==> src/rtl/clk_repl_pkg.sv <==
package clk_repl_pkg;

    typedef enum logic [1:0] {
        PH_IDLE  = 2'd0,
        PH_CLEAN = 2'd1,
        PH_ANY   = 2'd2,
        PH_FORCE = 2'd3
    } phase_e;

endpackage

==> src/rtl/clk_repl_step.sv <==
module clk_repl_step #(
    parameter int NUM_FRAMES = 8,
    parameter int IDX_W      = 3
) (
    input  logic [IDX_W-1:0] cur,
    output logic [IDX_W-1:0] nxt
);
    localparam logic [IDX_W-1:0] LAST = IDX_W'(NUM_FRAMES - 1);

    always_comb begin
        if (cur == LAST) nxt = '0;
        else             nxt = cur + 1'b1;
    end
endmodule

==> src/rtl/clk_repl_judge.sv <==
module clk_repl_judge
    import clk_repl_pkg::*;
(
    input  phase_e phase,
    input  logic   use_bit,
    input  logic   mod_bit,
    output logic   take
);
    always_comb begin
        unique case (phase)
            PH_CLEAN: take = !use_bit && !mod_bit;
            PH_ANY:   take = !use_bit;
            PH_FORCE: take = 1'b1;
            default:  take = 1'b0;
        endcase
    end
endmodule

==> src/rtl/clk_repl_bits.sv <==
module clk_repl_bits #(
    parameter int NUM_FRAMES = 8,
    parameter int IDX_W      = 3
) (
    input  logic                  clk,
    input  logic                  rst_n,
    input  logic                  set_en,
    input  logic [IDX_W-1:0]      set_idx,
    input  logic                  set_mod,
    input  logic                  pass_clr_en,
    input  logic [IDX_W-1:0]      pass_idx,
    input  logic                  vic_clr_en,
    input  logic [IDX_W-1:0]      vic_idx,
    output logic [NUM_FRAMES-1:0] use_vec,
    output logic [NUM_FRAMES-1:0] mod_vec
);
    typedef struct packed {
        logic [NUM_FRAMES-1:0] use_f;
        logic [NUM_FRAMES-1:0] mod_f;
    } bits_t;

    bits_t st_d, st_q;

    always_comb begin
        st_d = st_q;
        for (int i = 0; i < NUM_FRAMES; i++) begin
            if (set_en && set_idx == IDX_W'(i)) begin
                st_d.use_f[i] = 1'b1;
            end else if ((pass_clr_en && pass_idx == IDX_W'(i)) ||
                         (vic_clr_en && vic_idx == IDX_W'(i))) begin
                st_d.use_f[i] = 1'b0;
            end
            if (set_en && set_mod && set_idx == IDX_W'(i)) begin
                st_d.mod_f[i] = 1'b1;
            end else if (vic_clr_en && vic_idx == IDX_W'(i)) begin
                st_d.mod_f[i] = 1'b0;
            end
        end
    end

    always_ff @(posedge clk) begin
        if (!rst_n) st_q <= '0;
        else        st_q <= st_d;
    end

    assign use_vec = st_q.use_f;
    assign mod_vec = st_q.mod_f;
endmodule

==> src/rtl/clk_repl_sel.sv <==
module clk_repl_sel
    import clk_repl_pkg::*;
#(
    parameter int NUM_FRAMES = 8,
    parameter int IDX_W      = (NUM_FRAMES > 1) ? $clog2(NUM_FRAMES) : 1
) (
    input  logic             clk,
    input  logic             rst_n,
    input  logic             touch_valid,
    input  logic [IDX_W-1:0] touch_idx,
    input  logic             touch_write,
    input  logic             req,
    output logic             busy,
    output logic             done,
    output logic [IDX_W-1:0] victim_idx,
    output logic             victim_dirty,
    output logic [IDX_W-1:0] hand_idx
);
    localparam logic [IDX_W-1:0] LAP_END = IDX_W'(NUM_FRAMES - 1);

    typedef struct packed {
        phase_e           phase;
        logic [IDX_W-1:0] hand;
        logic [IDX_W-1:0] cnt;
        logic             done;
        logic [IDX_W-1:0] vidx;
        logic             vdirty;
    } ctl_t;

    ctl_t ctl_d, ctl_q;

    logic [NUM_FRAMES-1:0] use_vec;
    logic [NUM_FRAMES-1:0] mod_vec;
    logic                  cur_use;
    logic                  cur_mod;
    logic                  take;
    logic [IDX_W-1:0]      hand_nxt;
    logic                  pass_clr_en;
    logic                  vic_clr_en;

    assign cur_use = use_vec[ctl_q.hand];
    assign cur_mod = mod_vec[ctl_q.hand];

    clk_repl_step #(.NUM_FRAMES(NUM_FRAMES), .IDX_W(IDX_W)) u_step (
        .cur (ctl_q.hand),
        .nxt (hand_nxt)
    );

    clk_repl_judge u_judge (
        .phase   (ctl_q.phase),
        .use_bit (cur_use),
        .mod_bit (cur_mod),
        .take    (take)
    );

    clk_repl_bits #(.NUM_FRAMES(NUM_FRAMES), .IDX_W(IDX_W)) u_bits (
        .clk         (clk),
        .rst_n       (rst_n),
        .set_en      (touch_valid),
        .set_idx     (touch_idx),
        .set_mod     (touch_write),
        .pass_clr_en (pass_clr_en),
        .pass_idx    (ctl_q.hand),
        .vic_clr_en  (vic_clr_en),
        .vic_idx     (ctl_q.hand),
        .use_vec     (use_vec),
        .mod_vec     (mod_vec)
    );

    always_comb begin
        ctl_d       = ctl_q;
        ctl_d.done  = 1'b0;
        pass_clr_en = 1'b0;
        vic_clr_en  = 1'b0;
        if (ctl_q.phase == PH_IDLE) begin
            if (req) begin
                ctl_d.phase = PH_CLEAN;
                ctl_d.cnt   = '0;
            end
        end else if (take) begin
            ctl_d.done   = 1'b1;
            ctl_d.vidx   = ctl_q.hand;
            ctl_d.vdirty = cur_mod;
            ctl_d.hand   = hand_nxt;
            ctl_d.phase  = PH_IDLE;
            vic_clr_en   = 1'b1;
        end else begin
            pass_clr_en = cur_use;
            ctl_d.hand  = hand_nxt;
            if (ctl_q.cnt == LAP_END) begin
                ctl_d.cnt   = '0;
                ctl_d.phase = (ctl_q.phase == PH_CLEAN) ? PH_ANY : PH_FORCE;
            end else begin
                ctl_d.cnt = ctl_q.cnt + 1'b1;
            end
        end
    end

    always_ff @(posedge clk) begin
        if (!rst_n) begin
            ctl_q <= '{phase: PH_IDLE, hand: '0, cnt: '0, done: 1'b0,
                       vidx: '0, vdirty: 1'b0};
        end else begin
            ctl_q <= ctl_d;
        end
    end

    assign busy         = (ctl_q.phase != PH_IDLE);
    assign done         = ctl_q.done;
    assign victim_idx   = ctl_q.vidx;
    assign victim_dirty = ctl_q.vdirty;
    assign hand_idx     = ctl_q.hand;
endmodule

==> config.mk <==
export PLATFORM = sky130hd
export DESIGN_NAME = clk_repl_sel
export DESIGN_NICKNAME = d
export VERILOG_FILES = /design/src/rtl/clk_repl_pkg.sv /design/src/rtl/clk_repl_step.sv /design/src/rtl/clk_repl_judge.sv /design/src/rtl/clk_repl_bits.sv /design/src/rtl/clk_repl_sel.sv
export SDC_FILE = /design/constraint.sdc
export NUM_CORES = 1
export LEC_CHECK = 0
export ABC_AREA = 1
export BUFFER_PORTS_ARGS = -buffer_cell sky130_fd_sc_hd__buf_4
export CAP_MARGIN = 20
export CORE_ASPECT_RATIO = 0.5
export CORE_UTILIZATION = 30
export CTS_BUF_LIST = sky130_fd_sc_hd__clkbuf_16
export CTS_CLUSTER_SIZE = 10
export DETAILED_ROUTE_END_ITERATION = 6
export HOLD_SLACK_MARGIN = 0.03
export SYNTH_ARGS = -nofsm -noshare
export SYNTH_HDL_FRONTEND = slang
export SYNTH_SLANG_ARGS = --single-unit
==> constraint.sdc <==
create_clock -name clk -period 1.92 [get_ports clk]
set_input_delay 0.096 -clock clk [delete_from_list [all_inputs] [get_ports clk]]
set_output_delay 0.096 -clock clk [all_outputs]
set_load 0.01 [all_outputs]
==> flow_metrics.py <==
metrics = {
    "route": {
        "drtIter0Drc": 77,
        "ant_nets": 0,
        "drt_wl_total_um": 3868,
        "wire_per_inst_um": 11.55,
        "vias_per_cell": 4.582,
        "firstDrtPassIters": 4,
        "via_count": 1535,
        "drc_errors": 0,
    },
    "worst_setup_path": {
        "critPathKind": "reg2reg",
        "path_cells": "buf_4 > inv_6 > nand2_1 > nand3_1 > nand3_2 > nand3_2 > nand2_2 > nand2_4 > inv_4 > nand2_1 > nor2_1 > nor2_1",
        "start_kind": "register",
        "arrival_ps": 1920,
        "endpoint_kind": "register",
        "cp.required_ps": 2090,
        "slowest_delay_ps": 340,
        "slowest_stage": "dfxtp_1",
        "crit_fanout": 14,
    },
    "run": {
        "drv_cap": 0,
    },
    "floorplanning": {
        "num_rows": 19,
        "dieArea_mm2": 0.006360,
        "design.core.area_mm2": 0.005634,
        "fp.dieH_um": 56.90,
        "start_util": 0.3209,
        "ios": 17,
        "dieWidth_um": 111.8,
    },
    "finish": {
        "drive_gt1_frac": 0.2481,
        "regArea_um2": 580.6,
        "nNetsFinal": 277,
        "n_antenna_cell": 0,
        "final.fill_count": 578,
        "postLayoutCellArea_mm2": 0.002069,
        "multiInputGateArea_um2": 948.4,
        "area_growth_pct": 14.46,
    },
    "grt": {
        "grt_pass1_vias": 1479,
        "grt_max_degree": 15,
        "grt_pass1_wl_um": 6741,
        "grt_usage": 0.1378,
        "overflow": 0,
        "antenna_found_initial": 0,
    },
    "timing": {
        "maxSlewViolCount": 0,
        "worstMarginPinSlew_ps": 480.9,
        "setup_violations": 0,
        "rsz0062_at_grt": "no",
        "hold_violations": 0,
        "fmax_ghz": 0.5731,
        "finalCriticalPeriod_ps": 1745,
        "fin_tns_setup_ps": 0,
        "maxSlewHeadroom": 0.6790,
        "period_share": 0.9087,
        "skew_ps": 1.660,
    },
    "clock_tree": {
        "max-clock-path-buffers": 2,
        "cts_sinks": 29,
        "root_buffer": "clkbuf_16",
        "cts_max_level": 2,
        "cts_tree": "done",
        "cts_buffers": 5,
        "holdBufCountCts": 0,
        "clock_latency_ps": 270,
        "cts.clk_slew.worst_paths_ps": 50,
    },
    "yosys": {
        "synthTopCellsByArea": "dfxtp_1 (32%), nand2_1 (9.1%), inv_1 (7.5%)",
        "async_flop_share": 0,
        "synth_edf_count": 0,
        "ys.flop_type": "dfxtp_1",
        "avgSynthCellArea_um2": 7.232,
        "synth_top_area_cell": "dfxtp_1",
        "yosysMostFrequentCell": "nand2_1",
        "ys_ff_latch": 29,
        "postSynthCellCount": 250,
        "ys_types": 24,
        "synthTopCellsByCount": "nand2_1 (44), inv_1 (36), dfxtp_1 (29), nor2_1 (26), nand4_1 (18)",
        "synth_top_area_share": 0.3211,
        "syn_nets": 266,
        "synth_area_mm2": 0.001808,
        "yosys_warnings": 0,
        "ys_seq_area_frac": 0.3211,
    },
    "power_and_ir_drop": {
        "switching_power_mw": 0.5722,
        "p_int_mw": 1.267,
        "p_seq_frac": 0.363,
        "switching_share": 0.3110,
        "power.share.combinational": 0.240,
        "leakagePower_nw": 0.9693,
        "power.density_mw_per_mm2": 889.0,
        "clockPowerShare": 0.397,
        "peakVddDrop_mv": 0.3942,
    },
    "place": {
        "place_area_mm2": 0.001929,
        "io_buffers": 16,
        "gp_congestion": 0.8512,
        "dp_hpwl_um": 2975,
    },
    "min_path": {
        "min_path_type": "in2reg",
    },
    "run_status": {
        "outcome": "complete, no violations",
    },
}
## what timing repair did
item,4_1_cts,5_1_grt
buffers inserted,0,0
endpoints found under the setup margin,0,1
endpoints found under the hold margin,0,0
resized for setup,0,1
## metal layers
layer	global-route usage	vias up	wire length, um
met3	0.03996	8	203
li1	-	811	-
met1	0.1678	683	1871
met2	0.2147	33	1731
met4	0.08880	0	62
met5	0	-	0
## sequential cells by signal, summed over array words and instances, names as in the netlist
register and flops:
hand_idx 3, u_bits.mod_vec 8, victim_dirty 1, victim_idx 3
done 1, u_bits.use_vec 8, ctl_q 5
## through the flow
step / power [mW] / hold slack (ps) / setup WS, ps / cells / util
after global placement: 1.113 / 403.4 / 239.3 / 327 / 0.3424
after CTS: 1.859 / 118.8 / 126.4 / 335 / 0.3669
after detailed placement: 1.120 / 409.0 / 140.9 / 327 / 0.3424
after global routing: 1.942 / 138.2 / 31.53 / 335 / 0.3673
final: 1.840 / 124.1 / 175.2 / 335 / 0.3673
after floorplan: 1.047 / 325.2 / 398.1 / 250 / -
## layout make-up
| type | count | share of cell area |
|---|---|---|
| well taps | 73 | 0.04414 |
| multi-input cells | 165 | 0.4583 |
| flip-flops and latches | 29 | 0.2805 |
| clock buffers | 5 | 0.06046 |
| clock inverters | 3 | 0.006046 |
| inverters | 39 | 0.07437 |
| repair buffers | 21 | 0.07618 |
## power groups by stage
stage | clock [mW] | sequential [mW] | combinational, mW
4_1_cts | 0.748 | 0.669 | 0.443
3_3_place_gp | 0 | 0.678 | 0.434
3_5_place_dp | 0 | 0.680 | 0.440
2_1_floorplan | 0 | 0.680 | 0.366
5_1_grt | 0.776 | 0.673 | 0.493
6_report | 0.730 | 0.668 | 0.442
## placed cells by master, fill, tap and decap left out
master	instances
dfxtp_1	29
nand3_2	6
xor2_1	1
a21oi_1	12
nand3_1	14
nor3_1	1
inv_2	1
clkinv_2	1
nand4_1	18
clkinv_1	2
nand2_1	44
inv_1	36
ha_1	8
o21ai_1	2
nand2_2	13
o21ai_0	3
clkbuf_16	5
buf_4	21
nand2_4	6
inv_4	1
a211oi_1	1
inv_6	1
a21oi_2	10
nor2_1	26
## cells by family (layout without fill, tap and decap cells)
group / count (synthesis) / in the layout / synth area share
simple gates: 128 / 128 / 0.3647
fa+ha+maj: 8 / 8 / 0.05537
xor+xnor: 1 / 1 / 0.004845
compound gates: 28 / 28 / 0.09965
buf+inv: 56 / 68 / 0.1543
flops: 29 / 29 / 0.3211
## final timing paths
| kind | from | to | slack, ps | cells past startpoint |
|---|---|---|---|---|
| setup reg to reg | hand_idx[0]$_SDFFE_PN0N_ | ctl_q[5]$_SDFFE_PN0P_ | 180 | 12 |
| setup / recovery | hand_idx[0]$_SDFFE_PN0N_ | ctl_q[5]$_SDFFE_PN0P_ | 180 | 12 |
| hold reg to reg | u_bits.mod_vec[3]$_SDFFE_PN0P_ | u_bits.mod_vec[3]$_SDFFE_PN0P_ | 460 | 2 |
| hold / removal | rst_n | ctl_q[5]$_SDFFE_PN0P_ | 120 | 3 |
## worst max-delay path, delay by kind of cell (launching register included)
family | cells | cell delay [ps]
flip-flops | 1 | 340
AND/OR/NAND/NOR | 9 | 850
buffers and inverters | 3 | 430
Note: power is estimated with default switching activity, not from simulation.
